==> src/rtl/ctu_pkg.sv <==
package ctu_pkg;
  typedef enum logic [2:0] {
    RG_NONE,
    RG_SWI,
    RG_CMP_LO,
    RG_CMP_HI,
    RG_TIME_LO,
    RG_TIME_HI
  } region_e;
endpackage

==> src/rtl/ctu_decode.sv <==
module ctu_decode
  import ctu_pkg::*;
#(
  parameter int                NUM_HARTS = 2,
  parameter int                ADDR_W    = 12,
  parameter int                IDX_W     = 1,
  parameter logic [ADDR_W-1:0] SWI_BASE  = '0,
  parameter logic [ADDR_W-1:0] CMP_BASE  = '0,
  parameter logic [ADDR_W-1:0] TIME_BASE = '0
) (
  input  logic [ADDR_W-1:0] addr,
  output region_e           region,
  output logic [IDX_W-1:0]  hart_idx
);
  localparam logic [ADDR_W:0]   SWI_SPAN  = (ADDR_W+1)'(4 * NUM_HARTS);
  localparam logic [ADDR_W:0]   CMP_SPAN  = (ADDR_W+1)'(8 * NUM_HARTS);
  localparam logic [ADDR_W-1:0] TIME_HI_A = TIME_BASE + ADDR_W'(4);

  logic [ADDR_W:0] addr_x, swi_off, cmp_off;
  logic            in_swi, in_cmp;

  assign addr_x  = {1'b0, addr};
  assign swi_off = addr_x - {1'b0, SWI_BASE};
  assign cmp_off = addr_x - {1'b0, CMP_BASE};
  assign in_swi  = (addr_x >= {1'b0, SWI_BASE}) && (swi_off < SWI_SPAN);
  assign in_cmp  = (addr_x >= {1'b0, CMP_BASE}) && (cmp_off < CMP_SPAN);

  always_comb begin
    region   = RG_NONE;
    hart_idx = '0;
    if (in_swi) begin
      hart_idx = swi_off[IDX_W+1:2];
      if (addr[1:0] == 2'b00) region = RG_SWI;
    end else if (in_cmp) begin
      hart_idx = cmp_off[IDX_W+2:3];
      if (addr[2:0] == 3'd0)      region = RG_CMP_LO;
      else if (addr[2:0] == 3'd4) region = RG_CMP_HI;
    end else if (addr == TIME_BASE) begin
      region = RG_TIME_LO;
    end else if (addr == TIME_HI_A) begin
      region = RG_TIME_HI;
    end
  end
endmodule

==> src/rtl/ctu_timebase.sv <==
module ctu_timebase #(
  parameter int CNT_W = 64
) (
  input  logic             clk,
  input  logic             rst,
  input  logic             tick_en,
  output logic [CNT_W-1:0] count
);
  always_ff @(posedge clk) begin
    if (rst)          count <= '0;
    else if (tick_en) count <= count + CNT_W'(1);
  end

  a_r7_advance: assert property (@(posedge clk) disable iff (rst)
    tick_en |=> count == $past(count) + CNT_W'(1));
  a_r7_hold: assert property (@(posedge clk) disable iff (rst)
    !tick_en |=> $stable(count));
endmodule

==> src/rtl/ctu_hart.sv <==
module ctu_hart #(
  parameter int CNT_W  = 64,
  parameter int WORD_W = 32
) (
  input  logic              clk,
  input  logic              rst,
  input  logic [CNT_W-1:0]  time_now,
  input  logic              swi_we,
  input  logic              cmp_lo_we,
  input  logic              cmp_hi_we,
  input  logic [WORD_W-1:0] wdata,
  output logic              swi,
  output logic [CNT_W-1:0]  cmp,
  output logic              tmr
);
  always_ff @(posedge clk) begin
    if (rst) begin
      swi <= 1'b0;
      cmp <= '0;
      tmr <= 1'b0;
    end else begin
      if (swi_we)    swi <= |wdata;
      if (cmp_lo_we) cmp[WORD_W-1:0] <= wdata;
      if (cmp_hi_we) cmp[CNT_W-1:WORD_W] <= wdata;
      tmr <= (cmp <= time_now);
    end
  end

  a_r1_set: assert property (@(posedge clk) disable iff (rst)
    (swi_we && wdata != '0) |=> swi);
  a_r1_clear: assert property (@(posedge clk) disable iff (rst)
    (swi_we && wdata == '0) |=> !swi);
  a_r1_hold: assert property (@(posedge clk) disable iff (rst)
    !swi_we |=> $stable(swi));
  a_r4_lo_keeps_hi: assert property (@(posedge clk) disable iff (rst)
    (cmp_lo_we && !cmp_hi_we) |=> cmp[CNT_W-1:WORD_W] == $past(cmp[CNT_W-1:WORD_W]));
  a_r4_hi_keeps_lo: assert property (@(posedge clk) disable iff (rst)
    (cmp_hi_we && !cmp_lo_we) |=> cmp[WORD_W-1:0] == $past(cmp[WORD_W-1:0]));
  a_r6_sticky: assert property (@(posedge clk) disable iff (rst)
    (tmr && !cmp_lo_we && !cmp_hi_we && !$past(cmp_lo_we) && !$past(cmp_hi_we)) |=> tmr);
endmodule

==> src/rtl/hart_timer_swi.sv <==
module hart_timer_swi
  import ctu_pkg::*;
#(
  parameter int                NUM_HARTS = 2,
  parameter int                ADDR_W    = 12,
  parameter logic [ADDR_W-1:0] SWI_BASE  = 12'h000,
  parameter logic [ADDR_W-1:0] CMP_BASE  = 12'h400,
  parameter logic [ADDR_W-1:0] TIME_BASE = 12'hFF8
) (
  input  logic                 clk,
  input  logic                 rst,
  input  logic                 tick_en,
  input  logic                 req_valid,
  input  logic                 req_we,
  input  logic [ADDR_W-1:0]    req_addr,
  input  logic [31:0]          req_wdata,
  output logic [31:0]          rsp_rdata,
  output logic [NUM_HARTS-1:0] swi_o,
  output logic [NUM_HARTS-1:0] tmr_o
);
  localparam int CNT_W  = 64;
  localparam int WORD_W = 32;
  localparam int IDX_W  = (NUM_HARTS > 1) ? $clog2(NUM_HARTS) : 1;

  region_e           region;
  logic [IDX_W-1:0]  hart_idx;
  logic [CNT_W-1:0]  time_now;
  logic [CNT_W-1:0]  cmp_all [NUM_HARTS];
  logic              wr_go;
  logic [WORD_W-1:0] rd_mux;

  ctu_decode #(
    .NUM_HARTS(NUM_HARTS), .ADDR_W(ADDR_W), .IDX_W(IDX_W),
    .SWI_BASE(SWI_BASE), .CMP_BASE(CMP_BASE), .TIME_BASE(TIME_BASE)
  ) u_decode (
    .addr(req_addr), .region(region), .hart_idx(hart_idx)
  );

  ctu_timebase #(.CNT_W(CNT_W)) u_timebase (
    .clk(clk), .rst(rst), .tick_en(tick_en), .count(time_now)
  );

  assign wr_go = req_valid && req_we;

  for (genvar h = 0; h < NUM_HARTS; h++) begin : g_hart
    logic hit;
    assign hit = (hart_idx == IDX_W'(h));
    ctu_hart #(.CNT_W(CNT_W), .WORD_W(WORD_W)) u_hart (
      .clk(clk), .rst(rst), .time_now(time_now),
      .swi_we   (wr_go && hit && region == RG_SWI),
      .cmp_lo_we(wr_go && hit && region == RG_CMP_LO),
      .cmp_hi_we(wr_go && hit && region == RG_CMP_HI),
      .wdata(req_wdata),
      .swi(swi_o[h]), .cmp(cmp_all[h]), .tmr(tmr_o[h])
    );
  end

  always_comb begin
    rd_mux = '0;
    unique case (region)
      RG_SWI:     rd_mux = {{(WORD_W-1){1'b0}}, swi_o[hart_idx]};
      RG_CMP_LO:  rd_mux = cmp_all[hart_idx][WORD_W-1:0];
      RG_CMP_HI:  rd_mux = cmp_all[hart_idx][CNT_W-1:WORD_W];
      RG_TIME_LO: rd_mux = time_now[WORD_W-1:0];
      RG_TIME_HI: rd_mux = time_now[CNT_W-1:WORD_W];
      default:    rd_mux = '0;
    endcase
  end

  always_ff @(posedge clk) begin
    if (rst)                          rsp_rdata <= '0;
    else if (req_valid && !req_we)    rsp_rdata <= rd_mux;
  end

  a_r9_unmapped_zero: assert property (@(posedge clk) disable iff (rst)
    (req_valid && !req_we && region == RG_NONE) |=> rsp_rdata == '0);
  a_r2_swi_upper_zero: assert property (@(posedge clk) disable iff (rst)
    (req_valid && !req_we && region == RG_SWI) |=> rsp_rdata[WORD_W-1:1] == '0);
  a_r11_time_lo: assert property (@(posedge clk) disable iff (rst)
    (req_valid && !req_we && region == RG_TIME_LO) |=> rsp_rdata == $past(time_now[WORD_W-1:0]));
endmodule

==> config.mk <==
export PLATFORM = sky130hd
export DESIGN_NAME = hart_timer_swi
export DESIGN_NICKNAME = d
export VERILOG_FILES = /design/src/rtl/ctu_pkg.sv /design/src/rtl/ctu_decode.sv /design/src/rtl/ctu_timebase.sv /design/src/rtl/ctu_hart.sv /design/src/rtl/hart_timer_swi.sv
export SDC_FILE = /design/constraint.sdc
export NUM_CORES = 1
export LEC_CHECK = 0
export BUFFER_PORTS_ARGS = -buffer_cell sky130_fd_sc_hd__buf_2
export CORE_ASPECT_RATIO = 0.9
export CORE_MARGIN = 2
export CORE_UTILIZATION = 30
export CTS_CLUSTER_DIAMETER = 40
export DETAILED_ROUTE_END_ITERATION = 8
export GPL_TIMING_DRIVEN = 0
export HOLD_SLACK_MARGIN = 0.12
export PLACE_DENSITY_LB_ADDON = 0.15
export SLEW_MARGIN = 30
export SYNTH_ARGS = -nofsm -noshare
export SYNTH_HDL_FRONTEND = slang
export SYNTH_SLANG_ARGS = --single-unit
==> constraint.sdc <==
create_clock -name clk -period 7.9 [get_ports clk]
set_clock_uncertainty 0.15 [all_clocks]
set_input_delay 1.185 -clock clk [delete_from_list [all_inputs] [get_ports clk]]
set_output_delay 1.185 -clock clk [all_outputs]
set_load 0.02 [all_outputs]
==> results of run 1 <==
[worst register-to-register path, delay by kind of cell, from the launching register on]
family / cells / cell delay [ns]
compound gates: 2 / 0.25
fa+ha+maj: 1 / 0.31
buf+inv: 1 / 0.12
flops: 1 / 0.38
simple gates: 5 / 2.34
[final timing paths]
kind | depth (start not counted) | start | end | slack, ns
worst max-delay path | 10 | req_addr[10] | g_hart[0].u_hart.cmp[20] | 3.79
worst min-delay path | 2 | rsp_rdata[30] | rsp_rdata[30] | 0.29
worst max register to register | 9 | u_timebase.count[61] | g_hart[1].u_hart.tmr | 4.18
worst min register to register | 2 | rsp_rdata[30] | rsp_rdata[30] | 0.29
[placed cells by master, fill, tap and decap left out, drive strengths merged, types with 9 or more instances in the layout]
cell type,n
a211oi,13
a21o,9
a21oi,157
buf,99
clkbuf,117
dfxtp,228
ha,131
inv,78
mux2i,129
nand2,270
nand3,37
nand4,49
nor2,168
nor3,24
nor4,23
o21ai,58
o22ai,31
or3,22
xnor2,50
[state kept, by name, summed over array words and instances (netlist names)]
signal	flops
rsp_rdata	32
g_hart.u_hart.tmr	2
u_timebase.count	64
g_hart.u_hart.swi	2
g_hart.u_hart.cmp	128
[power groups by stage]
| stage | registers [mW] | clock network [mW] | logic (mW) |
|---|---|---|---|
| 2_1_floorplan | 1.18 | 0 | 0.0602 |
| 3_3_place_gp | 1.18 | 0 | 0.126 |
| 3_5_place_dp | 1.18 | 0 | 0.126 |
| 4_1_cts | 1.16 | 1.95 | 0.126 |
| 5_1_grt | 1.16 | 2.00 | 0.134 |
| 6_report | 1.16 | 1.92 | 0.126 |
[metal layers]
layer	share of wire (%)	vias to the layer above	routed length (um)	track usage [%]
li1	-	5866	-	-
met4	3.2	0	1600	8.29
met2	42	334	20800	32.5
met5	0	-	0	0
met1	49	5763	24300	31.4
met3	5.6	78	2790	4.74
[logic make-up after synthesis]
| logic type | count (synthesis) |
|---|---|
| and+or+nand+nor | 622 |
| AOI/OAI and AO/OA | 287 |
| DFF | 228 |
| buffers and inverters | 154 |
| adders and majority gates | 131 |
| muxes | 130 |
| xor gates and xnor gates | 50 |
[metrics by stage]
step / hold slack [ns] / setup WS [ns] / std cells / utilization (%) / cell area (um^2)
2_1_floorplan: 0.296 / 4.60 / 1602 / - / 12900
3_3_place_gp: 0.282 / 3.35 / 2240 / 32.8 / 14000
3_5_place_dp: 0.289 / 3.29 / 2240 / 32.8 / 14000
4_1_cts: 0.302 / 3.87 / 2318 / 36.3 / 15500
5_1_grt: 0.323 / 3.46 / 2318 / 36.3 / 15500
6_report: 0.293 / 3.79 / 2318 / 36.3 / 15500
[final cells by class]
cell class	count	area (um^2)	area share, %
Buffer	84	338	2.18
Clock buffer	49	1090	7.01
Clock inverter	29	398	2.57
Inverter	70	263	1.69
Multi-Input combinational cell	1220	7750	50.0
Sequential cell	228	4560	29.4
Tap cell	555	694	4.48
Timing Repair Buffer	83	415	2.68
==> impl_metrics.toml, run 1 <==
[status]
run_status = "finished clean"

[pwr]
power_frac_clock_pct = 59.9
p_int_mw = 2.43
p_sw_mw = 0.775
cellPowerDensity_nw_per_um2 = 206
p_comb_share_pct = 3.9
pwr-share-seq_pct = 36.1
p_leak_nw = 6.09
power.total_mw = 3.20
netSwitchingFraction_pct = 24.2
ir_drop_v = 0.000125

[sta]
rsz0062_at_grt = "false"
fin_crit_ns = 4.11
hold_viol_final = 0
max_freq_ghz = 0.244
drv_slew = 0
max_slew_margin_pct = 28.9
period_share_pct = 52.0
setup_viol = 0
setup_tns_ns = 0
worstMarginPinSlew_ns = 1.06

[synthesis]
synthTopCellsByArea = "dfxtp_1 35%, ha_1 13%, mux2i_1 10%"
synth_top_family_by_area = "simple AND/OR/NAND/NOR gates"
ys_seq_area_share_pct = 35.4
async_reset_ff_share_pct = 0
ys_types = 43
synthMuxAreaShare_pct = 10.2
netlist_instances = 1602
synth_edf_count = 0
netlist_area_um2 = 12900
synth_xor_area_share_pct = 3.39
yosysTopAreaCellShare_pct = 35.4
ys_dominant_reg_cell = "dfxtp_1"
syn_avg_cell_area_um2 = 8.06
synth_compound_area_share_pct = 12.3
synthAdderAreaFrac_pct = 12.7
synth_common_cells = "270 x nand2_1, 228 x dfxtp_1, 168 x nor2_1"
synth_seq_cells = 228
ys_warn_count = 0
synth_most_common_cell = "nand2_1"
synth_simple_gate_area_share_pct = 21.4
synth_nets = 1782
synth_top_area_cell = "dfxtp_1"

[cts]
numCtsBuffers = 42
clk_latency_ns = 0.57
cts_buffer_depth = 3
path_clk_slew_ns = 0.05
cts_max_level = 2
cts_tree = "yes"
cts_sinks = 228
ctsResizeCount = 0
cts_root_buf = "clkbuf_16"
postCtsHoldBufs = 0
postCtsSetupBuffers = 0

[floorplanning]
die_w_um = 223
start_util_pct = 30.2
coreArea_um2 = 42700
dieArea_um2 = 44700
die_h_um = 201
io_pins = 85
fp-row-count = 72

[worst_setup_path]
critPathMaxFanout = 10
required_ns = 8.23
critPathMaxStageDelay_ns = 0.85
critPathKind = "input pin to flop"
worst-path-buf-inv = 3
slowest_stage = "nor3_1"
critical_path_arrival_ns = 4.43
critPathCaptureType = "flop"
start_kind = "input pin"
crit_chain = "buf_2, inv_1, ha_1, nand3b_1, nor4_1, nand3_1, nor3_1, clkbuf_1, nand2_1, a21oi_1"
path_delay_family = "simple AND/OR/NAND/NOR gates"

[placement]
routabilityCongestion = 0.854
io_buffers = 83
hpwl_mm = 37.3

[detailed_routing]
drt-total-wl_mm = 49.5
first_iter_violations = 1038
route.vias.total = 12041
via_per_inst = 5.19
first_pass_iters = 5
routedWlPerCell_um = 21.3
ant_nets = 0
drc = 0

[final_layout]
drive_gt1_share_pct = 9.87
syn2layout_area_growth_pct = 20.2
nFillCells = 4515
nets = 1909
antenna_cells = 0

[global_routing]
grt_pass1_wl_mm = 74.0
grt_max_degree = 12
antenna_found_initial = 0
grt_pass1_vias = 11589
grt_usage_pct = 22.1
gr-total-overflow = 0

[flow_run]
drv_cap = 0

[min_path]
min_path_type = "flop to flop"
No activity file was read; power rests on OpenSTA's default activity.
==> run 2, diff against run 1 <==
Clock period 7.9 ns to 3.6 ns, I/O delays scaled along.
==> run 2 against run 1 <==
Net effect: routed wire length is 0.36% higher; global-route usage is 0.063 points higher; design area rose by 1.6%; core utilization grew 0.59 points; sequential power is 120% higher; register-to-register slack worse by 4.1 ns; worst hold slack got worse by 0.15 ns; total power rose by 120%.
==> impl_metrics.toml, run 2 (synthesized netlist as in run 1, its figures left out) <==
[sta]
setup_ws_ns = 0.0590
setup_tns_ns = 0
setup_viol = 0
hold_viol_final = 0
fin_crit_ns = 3.54
period_share_pct = 98.4
worstMarginPinSlew_ns = 1.02
max_freq_ghz = 0.282
rsz0062_at_grt = "false"
drv_slew = 0
max_slew_margin_pct = 31.4

[worst_setup_path]
r2r-start = "u_timebase.count[22]"
critPathMaxStageDelay_ns = 0.94
reg2regPathDepth = 9
worst-path-buf-inv = 1
required_ns = 3.87
cpMostUsedCell = "nand4_1"
critPathMaxFanout = 7
critical_path_arrival_ns = 3.81
critPathKind = "flop to flop"
slowest_stage = "nor4_1"
critPathCaptureType = "flop"
path_delay_family = "simple AND/OR/NAND/NOR gates"
r2r-end = "g_hart[0].u_hart.tmr"
start_kind = "flop"
crit_chain = "inv_1, ha_1, nand4_1, nor4_1, nand4_1, a21oi_1, nor3_1, o211ai_1, nand2_1"
r2r_slack_ns = 0.06

[status]
run_status = "finished clean"

[final_layout]
top_register = "g_hart.u_hart.cmp"
syn2layout_area_growth_pct = 22.2
fin_cells = 2341
largest_reg_flops = 128
nets = 1932
final_core_util_pct = 36.9
mostFrequentLayoutCell = "nand2_1"
largest_registers = "g_hart.u_hart.cmp: 128 flops, u_timebase.count: 64 flops, rsp_rdata: 32 flops"
nFillCells = 4505
antenna_cells = 0
final_cell_mix = "270 x nand2_1, 228 x dfxtp_1, 168 x nor2_1, 157 x a21oi_1, 131 x ha_1"
drive_gt1_share_pct = 9.91

[placement]
hpwl_mm = 37.3
pre_cts_slack_ns = -0.369
routabilityCongestion = 0.854
io_buffers = 83
placed_cells = 2240

[detailed_routing]
route.vias.total = 12190
routedWlPerCell_um = 21.2
ant_nets = 0
drc = 0
first_iter_violations = 1079
first_pass_iters = 5
via_per_inst = 5.21
drt-total-wl_mm = 49.6

[pwr]
cellPowerDensity_nw_per_um2 = 447
ir_drop_v = 0.000276
power.total_mw = 7.05
p_leak_nw = 6.21

[cts]
clk_latency_ns = 0.57
cts_max_level = 2
path_clk_slew_ns = 0.06
cts_sinks = 228
numCtsBuffers = 42
cts_root_buf = "clkbuf_16"
cts_tree = "yes"
cts_buffer_depth = 3

[floorplanning]
fp-row-count = 72
die_w_um = 223
die_h_um = 201
dieArea_um2 = 44700
start_util_pct = 30.2
coreArea_um2 = 42700
io_pins = 85

[global_routing]
grt_pass1_wl_mm = 74.3
grt_pass1_vias = 11690
grt_max_degree = 12
antenna_found_initial = 0
gr-total-overflow = 0
grt_usage_pct = 22.1

[min_path]
min_path_type = "input pin to flop"
hold_end = "g_hart[1].u_hart.cmp[50]"
whs_path_depth = 3
min_from = "req_wdata[18]"

[flow_run]
drv_cap = 0
[run 2: cell types whose count changed in the layout (fill, tap and decap cells not counted)]
cell,before,now
dlygate4sd3_1,0,23
nor4_1,22,21
nor3_2,3,4
nor3_1,21,19
nor4_2,1,2
nor3_4,0,1
[run 2: how the worst max path moves through the flow]
stage	start	endpoint	slack (ns)	cells past startpoint
2_1_floorplan	req_addr[10]	g_hart[0].u_hart.cmp[33]	0.95	9
3_3_place_gp	req_addr[10]	g_hart[0].u_hart.cmp[13]	-0.30	10
3_5_place_dp	req_addr[10]	g_hart[0].u_hart.cmp[14]	-0.37	10
4_1_cts	u_timebase.count[32]	g_hart[0].u_hart.tmr	0.09	9
5_1_grt	u_timebase.count[0]	u_timebase.count[58]	0.002	8
6_report	u_timebase.count[22]	g_hart[0].u_hart.tmr	0.06	9
[run 2: routing by layer]
metal,part of all wire [%],routed length [um],track usage (%),vias up
met5,0,0,0,-
met4,3.2,1580,8.29,0
met3,6.3,3110,4.73,76
li1,-,-,-,5913
met1,49,24100,31.4,5847
met2,42,20900,32.7,354
[run 2: report_power, final]
part / switching (mW) / internal, mW / total [mW]
sequential: 0.00696 / 2.53 / 2.54
combinational: 0.197 / 0.0991 / 0.296
clock: 1.50 / 2.71 / 4.21
total: 1.71 / 5.34 / 7.05
[run 2: repair_timing]
action | 4_1_cts | 5_1_grt
hold buffers | 23 | 0
gates resized for setup | 1 | 3
setup buffers | 0 | 0
endpoints found under the setup margin | 1 | 28
endpoints found under the hold margin | 59 | 0
[run 2: metrics by stage]
step           area [um^2]  hold slack (ns)
2_1_floorplan        12900            0.296
3_3_place_gp         14000            0.282
3_5_place_dp         14000            0.289
4_1_cts              15700            0.121
5_1_grt              15800            0.144
6_report             15800            0.144
[run 2: layout make-up]
type                    count  area [um^2]  share of cell area, %
repair buffers            106          646                   4.10
flip-flops and latches    228         4560                   29.0
clock inverters            29          398                   2.52
multi-input cells        1220         7770                   49.3
inverters                  70          263                   1.67
well taps                 555          694                   4.41
plain buffers              84          338                   2.14
clock buffers              49         1090                   6.90
[run 2: worst min-delay path, delay by kind of cell]
family	cells	cell delay [ns]
buf+inv	1	0.15
compound gates	1	0.05
simple gates	1	0.07
==> run 3, diff against run 2 <==
Settings changed: SYNTH_HIERARCHICAL from default to 1.
==> run 3 against run 2 <==
Net effect: die area rose by 6.9%; register-to-register slack improved by 0.15 ns; critical path type is now input pin to flop; largest cell class unchanged; combinational power fell by 5%; sequential power barely moved.
==> impl_metrics.toml, run 3 <==
[detailed_routing]
drt-total-wl_mm = 53.4
via_per_inst = 5.17
drc = 0
first_pass_iters = 5
routedWlPerCell_um = 22.2
ant_nets = 0
first_iter_violations = 946
route.vias.total = 12421

[synthesis]
synthMuxAreaShare_pct = 16.5
yosysTopAreaCellShare_pct = 33.1
async_reset_ff_share_pct = 0
ys_dominant_reg_cell = "dfxtp_1"
syn_avg_cell_area_um2 = 8.54
ys_types = 69
synth_most_common_cell = "nor2_1"
synthAdderAreaFrac_pct = 12.0
ys_warn_count = 6
synthTopCellsByArea = "dfxtp_1 33%, mux2i_1 16%, ha_1 12%"
synth_seq_cells = 228
synth_nets = 1798
synth_simple_gate_area_share_pct = 20.2
synth_common_cells = "253 x nor2_1, 228 x dfxtp_1, 226 x mux2i_1"
ys_seq_area_share_pct = 33.1
synth_compound_area_share_pct = 9.45
synth_edf_count = 0
synth_xor_area_share_pct = 2.35
netlist_area_um2 = 13800
synth_top_area_cell = "dfxtp_1"
synth_top_family_by_area = "simple AND/OR/NAND/NOR gates"
netlist_instances = 1617

[worst_setup_path]
r2r-start = "u_timebase/count[61]"
critPathKind = "input pin to flop"
r2r_slack_ns = 0.21
critPathMaxStageDelay_ns = 0.49
required_ns = 3.90
critPathMaxFanout = 10
slowest_stage = "o311ai_2"
r2r-end = "g_hart[0].u_hart/tmr"
critical_path_arrival_ns = 3.78
critPathCaptureType = "flop"
cpMostUsedCell = "buf_2"
start_kind = "input pin"
reg2regPathDepth = 8
crit_chain = "buf_2, nor4_4, a41oi_2, o311ai_2, buf_6, buf_2, nand3_1, nor3_1, clkbuf_1, buf_2, mux2i_1, nor2_1"

[placement]
io_buffers = 84
hpwl_mm = 40.0
postPlaceCellArea_um2 = 15000
routabilityCongestion = 0.864

[sta]
fin_crit_ns = 3.47
worstMarginPinSlew_ns = 1.06
max_freq_ghz = 0.288
max_slew_margin_pct = 28.6
drv_slew = 0
setup_viol = 0
period_share_pct = 96.5
hold_viol_final = 0

[final_layout]
syn2layout_area_growth_pct = 21.7
drive_gt1_share_pct = 13.7
top_register = "g_hart.u_hart/cmp"
nets = 1934
largest_reg_flops = 128
mostFrequentLayoutCell = "nor2_1"
final_cell_mix = "253 x nor2_1, 228 x dfxtp_1, 226 x mux2i_1, 147 x inv_1, 132 x ha_1"
largest_registers = "g_hart.u_hart/cmp: 128 flops, u_timebase/count: 64 flops, rsp_rdata: 32 flops"
stdcell_area_um2 = 16800

[min_path]
min_from = "req_wdata[8]"
whs_path_depth = 3
min_path_type = "input pin to flop"
hold_end = "g_hart[1].u_hart/cmp[40]"

[cts]
cts_max_level = 2
path_clk_slew_ns = 0.05
cts_buffer_depth = 3
cts_tree = "yes"
cts_sinks = 228
numCtsBuffers = 49
clk_latency_ns = 0.60
cts_root_buf = "clkbuf_16"

[floorplanning]
die_h_um = 208
fp-row-count = 74
die_w_um = 230
dieArea_um2 = 47800
coreArea_um2 = 45400
start_util_pct = 30.4
io_pins = 85

[pwr]
ir_drop_v = 0.000295
power.total_mw = 7.66
cellPowerDensity_nw_per_um2 = 456
p_leak_nw = 6.01

[global_routing]
grt_pass1_vias = 11824
grt_max_degree = 17
antenna_found_initial = 1
grt_usage_pct = 22.0
grt_pass1_wl_mm = 77.7
gr-total-overflow = 0

[flow_run]
drv_cap = 0

[status]
run_status = "finished clean"
run 3: cell count changes after synthesis, moves of 30 or more:
cell      change
clkbuf_1     -38
xnor2_1      -38
o21ai_1      +30
a21oi_1      -88
nor2_1       +85
mux2i_1      +97
inv_1        +77
nand2_1     -186
run 3: cells by family (layout without fill, tap and decap cells):
group | Yosys count | after routing
muxes | 227 | 227
adders and majority gates | 132 | 132
AOI/OAI and AO/OA | 217 | 217
DFF | 228 | 228
buffers and inverters | 219 | 396
xor gates and xnor gates | 37 | 37
other | 0 | 1
and+or+nand+nor | 557 | 557
run 3: metal layers:
layer	GRT usage [%]	vias up	wire length [um]
li1	-	5998	-
met1	30.7	5924	25300
met2	32.5	387	22400
met3	4.46	112	3430
met4	10.1	0	2240
met5	0	-	0
run 3: area by class of cell:
cell class | instances | area [um^2]
Tap cell | 608 | 761
Antenna cell | 1 | 2.50
Fill cell | 4699 | 28600
Buffer | 71 | 354
Clock buffer | 56 | 1300
Sequential cell | 228 | 4560
Multi-Input combinational cell | 1170 | 8370
Inverter | 147 | 552
Clock inverter | 36 | 465
Timing Repair Buffer | 86 | 440
run 3: critical path: cells and delay by family:
family / cells / cell delay (ns)
simple gates: 4 / 0.78
mux: 1 / 0.26
compound gates: 2 / 0.68
buf+inv: 5 / 1.48
run 3: worst max path at each step:
stage          depth (start not counted)  slack [ns]                        to    startpoint
5_1_grt                               14       -0.04  g_hart[0].u_hart/cmp[41]  req_addr[11]
3_5_place_dp                          14       -0.63  g_hart[1].u_hart/cmp[14]  req_addr[10]
3_3_place_gp                          14       -0.58  g_hart[1].u_hart/cmp[18]  req_addr[10]
4_1_cts                               15        0.13  g_hart[0].u_hart/cmp[22]  req_addr[10]
2_1_floorplan                         14        0.45  g_hart[0].u_hart/cmp[22]  req_addr[10]
6_report                              12        0.13  g_hart[0].u_hart/cmp[41]   req_addr[9]
run 3: through the flow:
step,setup TNS (ns),cells,worst slack (ns),hold WS [ns],util (%)
global route,-0.159,2402,-0.0427,0.148,37.0
CTS,0,2402,0.127,0.124,37.0
floorplan,0,1617,0.450,0.332,-
global placement,-66.09,2309,-0.580,0.284,33.0
finish,0,2403,0.126,0.137,37.1
detailed placement,-69.03,2309,-0.629,0.291,33.1
run 3: power breakdown:
part | switching [mW] | internal, mW
logic | 0.204 | 0.0767
registers | 0.00757 | 2.53
clock network | 1.70 | 3.14
total | 1.91 | 5.75
run 3: repair_timing:
item	CTS	global route
hold endpoints to repair	3	0
gates resized for setup	1	8
cloned	0	0
hold buffers	2	0
buffers inserted	0	0
endpoints found under the setup margin	7	54
